File: config.mk
export PLATFORM = sky130hd
export DESIGN_NAME = addr_gen
export DESIGN_NICKNAME = d
export VERILOG_FILES = /design/src/rtl/eag_pkg.sv /design/src/rtl/eag_regs.sv /design/src/rtl/eag_calc.sv /design/src/rtl/eag_seq.sv /design/src/rtl/addr_gen.sv
export SDC_FILE = /design/constraint.sdc
export NUM_CORES = 1
export LEC_CHECK = 0
export ABC_CLOCK_PERIOD_IN_PS = 3500
export BUFFER_PORTS_ARGS = -buffer_cell sky130_fd_sc_hd__buf_4
export CAP_MARGIN = 0
export CORE_UTILIZATION = 30
export CTS_CLUSTER_SIZE = 24
export DETAILED_ROUTE_END_ITERATION = 8
export PLACE_DENSITY = 0.52
export SYNTH_ARGS = -nofsm -noshare
export SYNTH_HDL_FRONTEND = slang
export SYNTH_SLANG_ARGS = --single-unit
File: constraint.sdc
create_clock -name clk -period 3.5 [get_ports clk]
set_input_delay 0.175 -clock clk [delete_from_list [all_inputs] [get_ports clk]]
set_output_delay 0.175 -clock clk [all_outputs]
set_load 0.03 [all_outputs]
File: src/rtl/eag_pkg.sv
package eag_pkg;
  localparam logic [1:0] MODE_NONE = 2'd0;
  localparam logic [1:0] MODE_PTR  = 2'd1;
  localparam logic [1:0] MODE_IDX  = 2'd2;
  localparam logic [1:0] MODE_RSVD = 2'd3;

  localparam logic [1:0] SEL_IDXA = 2'd0;
  localparam logic [1:0] SEL_IDXB = 2'd1;
  localparam logic [1:0] SEL_PTR  = 2'd2;

  function automatic logic is_mem(input logic [1:0] m);
    return (m == MODE_PTR) || (m == MODE_IDX);
  endfunction
endpackage

File: src/rtl/eag_regs.sv
module eag_regs #(
  parameter int AW = 16
) (
  input  logic          clk,
  input  logic          rst,
  input  logic          wr_en,
  input  logic [1:0]    wr_sel,
  input  logic [AW-1:0] wr_data,
  input  logic          lock,
  output logic [AW-1:0] idx_a_q,
  output logic [AW-1:0] idx_b_q,
  output logic [AW-1:0] ptr_q
);
  import eag_pkg::*;

  localparam int NREG = 3;
  logic [AW-1:0] regs [NREG];

  for (genvar g = 0; g < NREG; g++) begin : g_reg
    always_ff @(posedge clk) begin
      if (rst)
        regs[g] <= '0;
      else if (wr_en && !lock && (wr_sel == 2'(g)))
        regs[g] <= wr_data;
    end
  end

  assign idx_a_q = regs[SEL_IDXA];
  assign idx_b_q = regs[SEL_IDXB];
  assign ptr_q   = regs[SEL_PTR];
endmodule

File: src/rtl/eag_calc.sv
module eag_calc #(
  parameter int AW = 16,
  parameter int DW = 8
) (
  input  logic [1:0]    mode,
  input  logic          idx_sel,
  input  logic [DW-1:0] disp,
  input  logic [AW-1:0] idx_a_q,
  input  logic [AW-1:0] idx_b_q,
  input  logic [AW-1:0] ptr_q,
  output logic [AW-1:0] base,
  output logic          mem
);
  import eag_pkg::*;

  localparam int EXT = AW - DW;

  logic [AW-1:0] disp_ext;
  logic [AW-1:0] idx_val;

  assign disp_ext = {{EXT{disp[DW-1]}}, disp};
  assign idx_val  = idx_sel ? idx_b_q : idx_a_q;
  assign mem      = is_mem(mode);

  always_comb begin
    if (mode == MODE_IDX)
      base = idx_val + disp_ext;
    else
      base = ptr_q;
  end
endmodule

File: src/rtl/eag_seq.sv
module eag_seq #(
  parameter int AW = 16
) (
  input  logic          clk,
  input  logic          rst,
  input  logic          start,
  input  logic          mem,
  input  logic          wide,
  input  logic [AW-1:0] base,
  output logic [AW-1:0] addr,
  output logic          lo_valid,
  output logic          hi_valid,
  output logic          done,
  output logic          busy
);
  always_ff @(posedge clk) begin
    if (rst) begin
      addr     <= '0;
      lo_valid <= 1'b0;
      hi_valid <= 1'b0;
      done     <= 1'b0;
      busy     <= 1'b0;
    end else begin
      lo_valid <= 1'b0;
      hi_valid <= 1'b0;
      done     <= 1'b0;
      if (busy) begin
        addr     <= addr + AW'(1);
        hi_valid <= 1'b1;
        done     <= 1'b1;
        busy     <= 1'b0;
      end else if (start) begin
        if (mem) begin
          addr     <= base;
          lo_valid <= 1'b1;
          done     <= !wide;
          busy     <= wide;
        end else begin
          done <= 1'b1;
        end
      end
    end
  end
endmodule

File: src/rtl/addr_gen.sv
module addr_gen #(
  parameter int AW = 16,
  parameter int DW = 8
) (
  input  logic          clk,
  input  logic          rst,
  input  logic          wr_en,
  input  logic [1:0]    wr_sel,
  input  logic [AW-1:0] wr_data,
  input  logic          start,
  input  logic [1:0]    mode,
  input  logic          idx_sel,
  input  logic [DW-1:0] disp,
  input  logic          wide,
  output logic [AW-1:0] addr,
  output logic          lo_valid,
  output logic          hi_valid,
  output logic          done
);
  logic [AW-1:0] idx_a_q, idx_b_q, ptr_q, base;
  logic          mem, seq_busy;

  eag_regs #(.AW(AW)) u_regs (
    .clk(clk), .rst(rst), .wr_en(wr_en), .wr_sel(wr_sel),
    .wr_data(wr_data), .lock(seq_busy),
    .idx_a_q(idx_a_q), .idx_b_q(idx_b_q), .ptr_q(ptr_q)
  );

  eag_calc #(.AW(AW), .DW(DW)) u_calc (
    .mode(mode), .idx_sel(idx_sel), .disp(disp),
    .idx_a_q(idx_a_q), .idx_b_q(idx_b_q), .ptr_q(ptr_q),
    .base(base), .mem(mem)
  );

  eag_seq #(.AW(AW)) u_seq (
    .clk(clk), .rst(rst), .start(start), .mem(mem), .wide(wide),
    .base(base), .addr(addr), .lo_valid(lo_valid),
    .hi_valid(hi_valid), .done(done), .busy(seq_busy)
  );
endmodule

==> summary.txt, run 1 <==
Global route
  • Met2 track demand over resource: 23.4%
  • Total Routing Usage GR: 15.1%
  • Grt met1 use: about a fifth
  • Maximum number of pins on one net before global-route repair: 25
  • Number of global-route vias before repair: approximately 2800
  • Wire length of the first global-routing pass: ~15000 um
  • Met3 track demand over resource: approximately 3.1%
  • Grt ovf: 0
  • Number of antenna violations at the first check in global routing: 0
  • Most Crowded Layer GR: met2

Timing
  • Final-report setup violation count: 0
  • Share of the clock period used by the worst path: between 70% and 80%
  • Highest clock frequency the design can meet: about 0.37 GHz
  • Final TNS setup: 0 ps
  • Transition time at the pin with the least slew margin: approximately 860 ps
  • Tightest slew margin relative to the limit: between 40% and 50%
  • Fin Clk Skew: 7.82 ps
  • Hold violation count in the final report: 0
  • Worst hold slack: about 66 ps
  • Time the worst path needs with I/O delays and setup: around 2700 ps
  • RSZ-0062 raised after global routing: false
  • Number of max-slew violations in the final report: 0

Synth
  • Seq cells post-synth: about 70
  • Count of flip-flops with a built-in enable after synthesis: 48
  • Area of the mapped netlist: about 4000 um^2
  • Avg Cell Area, Syn: between 10 and 15 um^2
  • Synthesized instance count: 370
  • Proportion of synthesized chip area in sequential cells: a little under half
  • Proportion of netlist area held by the largest area contributor: 36.7%
  • Warnings, synthesis: 0
  • Total nets after synthesis: 422
  • Most frequently used flop master after synthesis: edfxtp_1
  • Post-synth top area cell: edfxtp_1
  • Asr flop ratio synth: 0%
  • Library cells used by synthesis: between 50 and 60
  • Top cells by area, synth: edfxtp_1, dfxtp_1, and2_1

Final layout
  • Count of nets after finishing: approximately 480
  • Antenna Diode Count: 0
  • Highest-count cells in the layout ignoring fill and taps: buf_4, and2_1, edfxtp_1, nor2_1, a21oi_1
  • Ratio of cells with drive above 1 in the final layout: approximately a quarter
  • Register Area: about 1800 um^2
  • Final cell utilization of the core: 37.8%
  • Area of the multi-input gates: 1970 um^2
  • Filler Cells Inserted: between 1000 and 1500
  • Most frequent standard cell in the layout excluding fill and tap cells: buf_4
  • Post-Layout Cell Count: ~600
  • Layout-stage area growth over the synthesis result: 21.9%

Critical path
  • Top fanout value on the critical path: 3
  • RR Startpoint: u_regs.regs[0][0]
  • Critical Path Start Type: flip-flop
  • R2R setup slack: about 770 ps
  • Reg2reg end: u_seq.addr[12]
  • Critical path capture point type: flip-flop
  • Worst setup startpoint: u_regs.regs[0][0]
  • Termination of the worst setup path: u_seq.addr[12]
  • Crit Path Category: flip-flop to flip-flop
  • Cells on worst reg2reg path: 11
  • Critical Path RT: ~3700 ps
  • Signal arrival time at the worst endpoint: roughly 2900 ps

Power
  • Power density over cell area: between 400 and 500 nW/um^2
  • Worst-case vdd ir drop: between 200 and 300 uV
  • Static Leak: 1.95 nW

Drt
  • DRC violation count after routing: 0
  • Mean routed wirelength per cell: about 16 um
  • Via-per-instance ratio: approximately 4.8
  • Iteration-0 DRC count of the detailed router: 155
  • Via Count: approximately 2900
  • Final wirelength: between 9000 and 10000 um
  • Number of iterations in the first detailed-routing pass: 4
  • Number of routed nets with antenna violations: 0

Placement
  • Gpl congestion: slightly below 0.8
  • Placed Cells: approximately 590
  • Count of buffers inserted at the top-level ports: 52
  • Half-perimeter wire length of the detailed placement result: between 6000 and 7000 um

Clock network
  • Clk sinks: between 60 and 70
  • Clock tree from TritonCTS: yes
  • Number of buffers created by CTS: 9
  • Clock network latency to the later pin of the worst-skew pair: between 300 and 400 ps
  • Buffers inserted during post-CTS setup optimization: 0
  • Maximum number of buffers from clock root to sink: 2
  • Clock transition time at the flip-flop clock pins of the worst setup and hold paths: around 60 ps
  • Hold-fix buffers at CTS: 0
  • H-tree depth reported by CTS: 3
  • Post-CTS sizing: 0
  • CTS root buffer: clkbuf_16

Floorplanning
  • Horizontal die dimension: about 120 um
  • Initial Utilization: just over 30%
  • Die boundary height: between 100 and 150 um
  • Total Die Area: around 14000 um^2
  • Row Count: 41
  • I/O pin count: 53
  • Core outline area: 12700 um^2

Worst hold path
  • Classification of the worst-slack hold path: input pin to flip-flop

Status
  • Result of the run: completed

Job
  • Count of max-cap constraint violations: 0
## through the flow
| stage | total power, mW | instance area (um^2) | setup WS [ps] |
|---|---|---|---|
| after CTS | 2.27 | 4790 | 790 |
| final | 2.25 | 4790 | 772 |
| after floorplan | 1.20 | 3930 | 647 |
| after global routing | 2.34 | 4790 | 533 |
| after global placement | 1.32 | 4480 | 708 |
| after detailed placement | 1.33 | 4480 | 643 |
## final cells by class
cell class / instances / area share [%]
Tap cell: 172 / 4.49
Inverter: 9 / 0.705
Clock buffer: 9 / 4.70
Sequential cell: 68 / 38.5
Timing Repair Buffer: 57 / 8.93
Clock inverter: 7 / 1.67
Multi-Input combinational cell: 279 / 41.0
## worst min path at each step
stage | end | startpoint | depth (start not counted)
after global routing | u_seq.busy | wide | 2
final | u_seq.busy | wide | 2
after detailed placement | u_seq.busy | wide | 2
after floorplan | u_seq.busy | wide | 1
after global placement | u_seq.busy | wide | 2
after CTS | u_seq.busy | wide | 2
## registers in the layout, indices dropped and copies added, names as in the netlist
signal and flops:
u_regs.regs 48, u_seq.addr 16, u_seq.busy 1, u_seq.done 1, u_seq.hi_valid 1, u_seq.lo_valid 1
## where the power goes
part,total [mW],internal (mW),leakage [nW],switching (mW)
registers,0.937,0.906,0.680,0.0306
clock network,0.937,0.562,0.143,0.376
logic,0.374,0.164,1.13,0.211
## synthesized netlist by cell type, types with 7 or more instances
library cell,number
nor2_1,24
nor3_1,8
ha_1,17
dfxtp_1,20
and2_1,49
edfxtp_1,48
clkbuf_1,7
inv_1,9
o21ai_0,14
xnor2_1,10
nand2_1,13
a21oi_1,23
nand3_1,12
mux2_2,19
a211oi_1,9
## kinds of logic after synthesis
family | synth area share (%)
simple gates | 19.5
mux | 6.47
flops | 46.9
fa+ha+maj | 5.93
compound gates | 15.1
xor+xnor | 2.90
buf+inv | 3.19
## per-layer routing
metal	up-vias	wire length (um)
met4	0	116
li1	1482	-
met3	9	406
met5	-	0
met1	1343	4770
met2	72	4190
## worst max-delay path, stage by stage, from the launching register on
cell      delay (ps)
edfxtp_1         370
mux2_2           280
ha_1             200
inv_1             70
fa_1             190
nor2b_1           70
o31a_1           280
o32ai_2          370
o221ai_1         250
a21oi_1          230
xor2_1           170
a31oi_1           90
(Power assumes the default switching activity.)
==> inputs of run 2 (changes only) <==
--- a/config.mk
+++ b/config.mk
@@ -5,7 +5,7 @@
 export SDC_FILE = /design/constraint.sdc
 export NUM_CORES = 1
 export LEC_CHECK = 0
-export ABC_CLOCK_PERIOD_IN_PS = 3500
+export ABC_CLOCK_PERIOD_IN_PS = 2650
 export BUFFER_PORTS_ARGS = -buffer_cell sky130_fd_sc_hd__buf_4
 export CAP_MARGIN = 0
 export CORE_UTILIZATION = 30
==> constraint.sdc (replaced) <==
create_clock -name clk -period 2.65 [get_ports clk]
set_input_delay 0.1325 -clock clk [delete_from_list [all_inputs] [get_ports clk]]
set_output_delay 0.1325 -clock clk [all_outputs]
set_load 0.03 [all_outputs]
==> summary.txt, run 2 (same netlist as run 1, synthesis figures left out) <==
Status
  • Result of the run: completed

Timing
  • Transition time at the pin with the least slew margin: 745 ps (-113 ps)
  • Time the worst path needs with I/O delays and setup: 2520 ps (-204 ps)
  • Number of max-slew violations in the final report: 0 (unchanged)
  • Setup ws final: 126 ps (-646 ps)
  • Tightest slew margin relative to the limit: 50.3% (+7.9 points)
  • Share of the clock period used by the worst path: 95.3% (+17 points)
  • Final-report setup violation count: 0 (unchanged)
  • Hold violation count in the final report: 0 (unchanged)
  • RSZ-0062 raised after global routing: true
  • Highest clock frequency the design can meet: 0.396 GHz (+8.1%)
  • Fin Clk Skew: 5.29 ps (-2.52 ps)

Clock network
  • Clk sinks: 68 (unchanged)
  • CTS root buffer: clkbuf_16
  • Maximum number of buffers from clock root to sink: 2 (unchanged)
  • Clock transition time at the flip-flop clock pins of the worst setup and hold paths: 60 ps (about the same)
  • H-tree depth reported by CTS: 3 (unchanged)
  • Number of buffers created by CTS: 9 (unchanged)
  • Clock tree from TritonCTS: yes
  • Clock network latency to the later pin of the worst-skew pair: 330 ps (about the same)

Drt
  • Via-per-instance ratio: 4.76 (-1.5%)
  • Number of routed nets with antenna violations: 0 (unchanged)
  • Mean routed wirelength per cell: 15.4 um (-2.2%)
  • Number of iterations in the first detailed-routing pass: 4 (unchanged)
  • Final wirelength: 9410 um (-0.76%)
  • Iteration-0 DRC count of the detailed router: 152 (-1.9%)
  • DRC violation count after routing: 0 (unchanged)
  • Via Count: 2905 (-0.034%)

Power
  • Switching power as a share of total power: 27.2% (-0.23 points)
  • Overall power consumption: 2.97 mW (+32%)
  • Cell-internal power: 2.17 mW (+33%)
  • Power density over cell area: 608 nW/um^2 (+30%)
  • Static Leak: 2.00 nW (+2.3%)
  • Portion of total power attributed to combinational logic: 17.5% (+0.9 points)
  • Switching power: 809 uW (+31%)
  • Part of the power in the clock network: 40.9% (-0.8 points)
  • Worst-case vdd ir drop: 361 uV (+31%)
  • Part of the total power dissipated in sequential elements: 41.6% (about the same)

Placement
  • Worst setup slack before clock tree synthesis: -21.5 ps (-665 ps)
  • Gpl congestion: 0.806 (+3.5%)
  • Cell area after placement: 4550 um^2 (+1.5%)
  • Half-perimeter wire length of the detailed placement result: 6910 um (-0.57%)
  • Count of buffers inserted at the top-level ports: 52 (unchanged)

Global route
  • Total Routing Usage GR: 15.0% (-0.059 points)
  • Grt ovf: 0 (unchanged)
  • Number of global-route vias before repair: 2934 (+5.1%)
  • Number of antenna violations at the first check in global routing: 0 (unchanged)
  • Wire length of the first global-routing pass: 15200 um (+1.6%)
  • Maximum number of pins on one net before global-route repair: 25 (unchanged)

Worst hold path
  • Classification of the worst-slack hold path: input pin to flip-flop

Floorplanning
  • Row Count: 41 (unchanged)
  • I/O pin count: 53 (unchanged)
  • Initial Utilization: 31.0% (unchanged)
  • Total Die Area: 13600 um^2 (unchanged)
  • Die boundary height: 116 um (unchanged)
  • Horizontal die dimension: 116 um (unchanged)
  • Core outline area: 12700 um^2 (unchanged)

Final layout
  • Largest register FFs: 48 (unchanged)
  • Largest register by flop count: u_regs.regs
  • Layout Cell Area excl Fill: 4890 um^2 (+2.1%)
  • Final cell utilization of the core: 38.6% (+0.80 points)
  • Filler Cells Inserted: 1272 (-1.5%)
  • Count of nets after finishing: 485 (+1.9%)
  • Largest regs: u_regs.regs: 48 flops, u_seq.addr: 16 flops
  • Register Area: 1840 um^2 (unchanged)
  • Most frequent standard cell in the layout excluding fill and tap cells: buf_4
  • Highest-count cells in the layout ignoring fill and taps: buf_4, and2_1, edfxtp_1, nor2_1, a21oi_1
  • Layout-stage area growth over the synthesis result: 24.5%
  • Area of the multi-input gates: 1990 um^2 (+1.3%)
  • Ratio of cells with drive above 1 in the final layout: 27.2% (+2.5 points)
  • Antenna Diode Count: 0 (unchanged)

Critical path
  • Top fanout value on the critical path: 3 (unchanged)
  • Critical Path RT: 2860 ps (-820 ps)
  • Slowest cell delay on critical path: 360 ps (about the same)
  • Cell-by-cell trace of the critical path: mux2_2, ha_1, inv_1, fa_2, nor2b_1, o31a_1, o32ai_4, o21ai_1, xnor2_1, mux2_2, o2bb2ai_1
  • Cell type with the highest occurrence count on the critical path: mux2_2
  • Critical Path Start Type: flip-flop
  • Critical path capture point type: flip-flop
  • Crit Path Category: flip-flop to flip-flop
  • Signal arrival time at the worst endpoint: 2730 ps (-180 ps)
  • CP top delay family: compound AO/OA/AOI/OAI gates
  • Critical-path top delay cell: edfxtp_1
  • Critical path buffers and inverters: 1 (unchanged)

Job
  • Count of max-cap constraint violations: 0 (unchanged)
run 2: cell count changes in the layout (fill, tap and decap cells not counted), moves of 2 or more:
cell,previous run,this run
buf_4,57,65
a21oi_1,23,21
a21oi_2,0,2
inv_6,4,2
o21ai_0,14,12
run 2: worst reg2reg max path, delay by kind of cell (launching register included):
family / cells / cell delay (ps)
compound gates: 4 / 840
xor+xnor: 1 / 140
fa+ha+maj: 2 / 400
buf+inv: 1 / 70
flops: 1 / 360
mux: 2 / 530
simple gates: 1 / 60
run 2: worst paths after layout:
path                                         from        endpoint  slack (ps)  depth (start not counted)
worst min-delay path                         wide      u_seq.busy          20                          2
worst max register to register  u_regs.regs[0][0]  u_seq.addr[10]         130                         11
worst min register to register     u_seq.addr[11]  u_seq.addr[11]         520                          2
worst max-delay path            u_regs.regs[0][0]  u_seq.addr[10]         130                         11
run 2: power by group through the flow:
stage               Clock [mW]  Sequential, mW  Combinational, mW
floorplan                    0            1.29              0.296
global placement             0            1.26              0.504
detailed placement           0            1.26              0.509
CTS                       1.24            1.24              0.519
global route              1.28            1.24              0.577
finish                    1.22            1.24              0.520
run 2: area by class of cell:
cell class / count / area share, %
multi-input combinational: 279 / 40.7
sequential: 68 / 37.7
timing repair buffer: 66 / 10.4
clock buffer: 9 / 4.60
tap: 172 / 4.40
clock inverter: 7 / 1.53
inverter: 9 / 0.691
run 2: metrics by stage:
stage	hold slack, ps	instances	setup TNS [ps]
CTS	10.7	609	0
detailed placement	351	593	-21.5
finish	19.8	610	0
global placement	352	593	0
global route	22.9	610	-15.3
floorplan	254	370	0
run 2: timing repair:
action	in CTS	in global routing
gates resized for setup	3	5
pin swaps	0	2
hold buffers	0	0
buffers inserted	0	1
endpoints found under the setup margin	3	5
run 2: routing by layer:
metal,GRT usage (%),wire length [um]
met3,2.54,420
met1,21.3,4800
met2,22.9,4080
met4,5.56,111
met5,0,0
==> inputs of run 3 (changes only) <==
==> constraint.sdc (replaced) <==
create_clock -name clk -period 2.65 [get_ports clk]
set_input_delay 0.3975 -clock clk [delete_from_list [all_inputs] [get_ports clk]]
set_output_delay 0.3975 -clock clk [all_outputs]
set_load 0.03 [all_outputs]
==> summary.txt, run 3 (same netlist as run 1, synthesis figures left out) <==
Final layout
  • Layout-stage area growth over the synthesis result: 28.1%
  • Filler Cells Inserted: 1262 (-0.79%)
  • Highest-count cells in the layout ignoring fill and taps: buf_4, and2_1, edfxtp_1, nor2_1, a21oi_1
  • Final cell utilization of the core: 39.7% (+1.1 points)
  • Layout Cell Area excl Fill: 5030 um^2 (+2.9%)
  • Most frequent standard cell in the layout excluding fill and tap cells: buf_4
  • Count of nets after finishing: 500 (+3.1%)
  • Ratio of cells with drive above 1 in the final layout: 29.0% (+1.8 points)
  • Largest regs: u_regs.regs: 48 flops, u_seq.addr: 16 flops
  • Post-Layout Cell Count: 624 (+2.3%)
  • Antenna Diode Count: 0 (unchanged)
  • Largest register FFs: 48 (unchanged)
  • Largest register by flop count: u_regs.regs

Critical path
  • R2R setup slack: 220 ps (+90 ps)
  • Signal arrival time at the worst endpoint: 2630 ps (-100 ps)
  • Reg2reg end: u_seq.addr[10]
  • Number of cells on the critical path: 11 (unchanged)
  • Worst setup startpoint: u_regs.regs[1][0]
  • Top fanout value on the critical path: 3 (unchanged)
  • Cell type with the highest occurrence count on the critical path: mux2_2
  • Slowest cell delay on critical path: 350 ps (about the same)
  • Termination of the worst setup path: u_seq.addr[10]
  • Critical path buffers and inverters: 1 (unchanged)
  • Critical Path RT: 2850 ps (about the same)
  • Cell-by-cell trace of the critical path: mux2_2, ha_1, inv_1, fa_1, nor2b_1, o31a_1, o32ai_4, o21ai_1, xnor2_1, mux2_2, o2bb2ai_1
  • Critical Path Start Type: flip-flop
  • Critical path capture point type: flip-flop
  • Cells on worst reg2reg path: 11 (unchanged)
  • Crit Path Category: flip-flop to flip-flop
  • Critical-path top delay cell: edfxtp_1
  • RR Startpoint: u_regs.regs[1][0]
  • CP top delay family: compound AO/OA/AOI/OAI gates

Clock network
  • CTS root buffer: clkbuf_16
  • Clock network latency to the later pin of the worst-skew pair: 330 ps (about the same)
  • Clk sinks: 68 (unchanged)
  • Clock transition time at the flip-flop clock pins of the worst setup and hold paths: 60 ps (about the same)
  • H-tree depth reported by CTS: 3 (unchanged)
  • Clock tree from TritonCTS: yes
  • Maximum number of buffers from clock root to sink: 2 (unchanged)
  • Buffers inserted during post-CTS setup optimization: 0 (unchanged)
  • Number of buffers created by CTS: 9 (unchanged)

Drt
  • Mean routed wirelength per cell: 15.0 um (-2.6%)
  • DRC violation count after routing: 0 (unchanged)
  • Via Count: 2958 (+1.8%)
  • Iteration-0 DRC count of the detailed router: 158 (+3.9%)
  • Number of routed nets with antenna violations: 0 (unchanged)
  • Via-per-instance ratio: 4.74 (-0.46%)
  • Number of iterations in the first detailed-routing pass: 4 (unchanged)
  • Final wirelength: 9380 um (-0.34%)

Placement
  • Cell area after placement: 4690 um^2 (+3.0%)
  • Half-perimeter wire length of the detailed placement result: 6980 um (+1.1%)
  • Gpl congestion: 0.800 (-0.70%)
  • Count of buffers inserted at the top-level ports: 52 (unchanged)
  • Placed Cells: 609 (+2.7%)

Global route
  • Grt ovf: 0 (unchanged)
  • Wire length of the first global-routing pass: 15500 um (+1.6%)
  • Number of antenna violations at the first check in global routing: 0 (unchanged)
  • Maximum number of pins on one net before global-route repair: 25 (unchanged)
  • Total Routing Usage GR: 15.2% (+0.20 points)
  • Number of global-route vias before repair: 2998 (+2.2%)

Floorplanning
  • Total Die Area: 13600 um^2 (unchanged)
  • Horizontal die dimension: 116 um (unchanged)
  • Core outline area: 12700 um^2 (unchanged)
  • Initial Utilization: 31.0% (unchanged)
  • Die boundary height: 116 um (unchanged)
  • Row Count: 41 (unchanged)
  • I/O pin count: 53 (unchanged)

Timing
  • RSZ-0062 raised after global routing: false
  • Number of max-slew violations in the final report: 0 (unchanged)
  • Time the worst path needs with I/O delays and setup: 2430 ps (-92.8 ps)
  • Tightest slew margin relative to the limit: 52.6% (+2.2 points)
  • Hold violation count in the final report: 0 (unchanged)
  • Highest clock frequency the design can meet: 0.411 GHz (+3.8%)
  • Fin Clk Skew: 7.86 ps (+2.57 ps)
  • Final-report setup violation count: 0 (unchanged)
  • Share of the clock period used by the worst path: 91.8% (-3.5 points)
  • Transition time at the pin with the least slew margin: 712 ps (-33.7 ps)
  • Final TNS setup: 0 ps (unchanged)

Power
  • Power density over cell area: 626 nW/um^2 (+2.9%)
  • Overall power consumption: 3.15 mW (+5.9%)
  • Worst-case vdd ir drop: 313 uV (-13%)
  • Static Leak: 2.09 nW (+4.7%)

Worst hold path
  • Classification of the worst-slack hold path: input pin to flip-flop

Status
  • Result of the run: completed

Job
  • Count of max-cap constraint violations: 0 (unchanged)
run 3: changes by cell type in the layout (fill, tap and decap cells not counted), sizes merged:
cell and delta:
inv -1, buf +15, clkinvlp -3, bufinv +2, clkinv +1
run 3: worst min path at each step:
stage	from	to	slack [ps]	cells past startpoint
floorplan	u_regs.regs[2][3]	u_seq.addr[3]	510	2
global placement	u_seq.addr[11]	u_seq.addr[11]	530	2
detailed placement	u_seq.addr[11]	u_seq.addr[11]	520	2
CTS	wide	u_seq.busy	300	2
global route	wide	u_seq.busy	300	2
finish	wide	u_seq.busy	310	2
run 3: layout make-up:
type / instances / area (um^2) / area share [%]
multi-input cells: 279 / 1990 / 39.6
flip-flops and latches: 68 / 1840 / 36.6
repair buffers: 81 / 608 / 12.1
clock buffers: 9 / 225 / 4.48
well taps: 172 / 215 / 4.28
clock inverters: 6 / 113 / 2.24
inverters: 9 / 33.8 / 0.671
run 3: routing by layer:
layer / GRT usage [%] / up-vias / wire length, um
met4: 4.96 / 0 / 117
met3: 3.11 / 8 / 282
met1: 21.4 / 1366 / 4850
met5: 0 / - / 0
li1: - / 1526 / -
met2: 23.3 / 58 / 4120
run 3: power by group:
group / total, mW / leakage (nW) / internal (mW) / switching [mW]
clock: 1.37 / 0.166 / 0.917 / 0.452
sequential: 1.24 / 0.680 / 1.20 / 0.0402
combinational: 0.542 / 1.25 / 0.255 / 0.287
total: 3.15 / 2.09 / 2.37 / 0.779
run 3: repair_timing:
action                                  CTS  global route
endpoints found under the hold margin     0             0
hold buffers                              0             0
endpoints found under the setup margin    0             2
gates resized for setup                   0             1
run 3: stage by stage:
step                hold slack (ps)  worst slack [ps]
global placement                527             -23.4
global route                    296              1.62
finish                          306               218
CTS                             297               191
detailed placement              522             -93.5
floorplan                       506              9.03
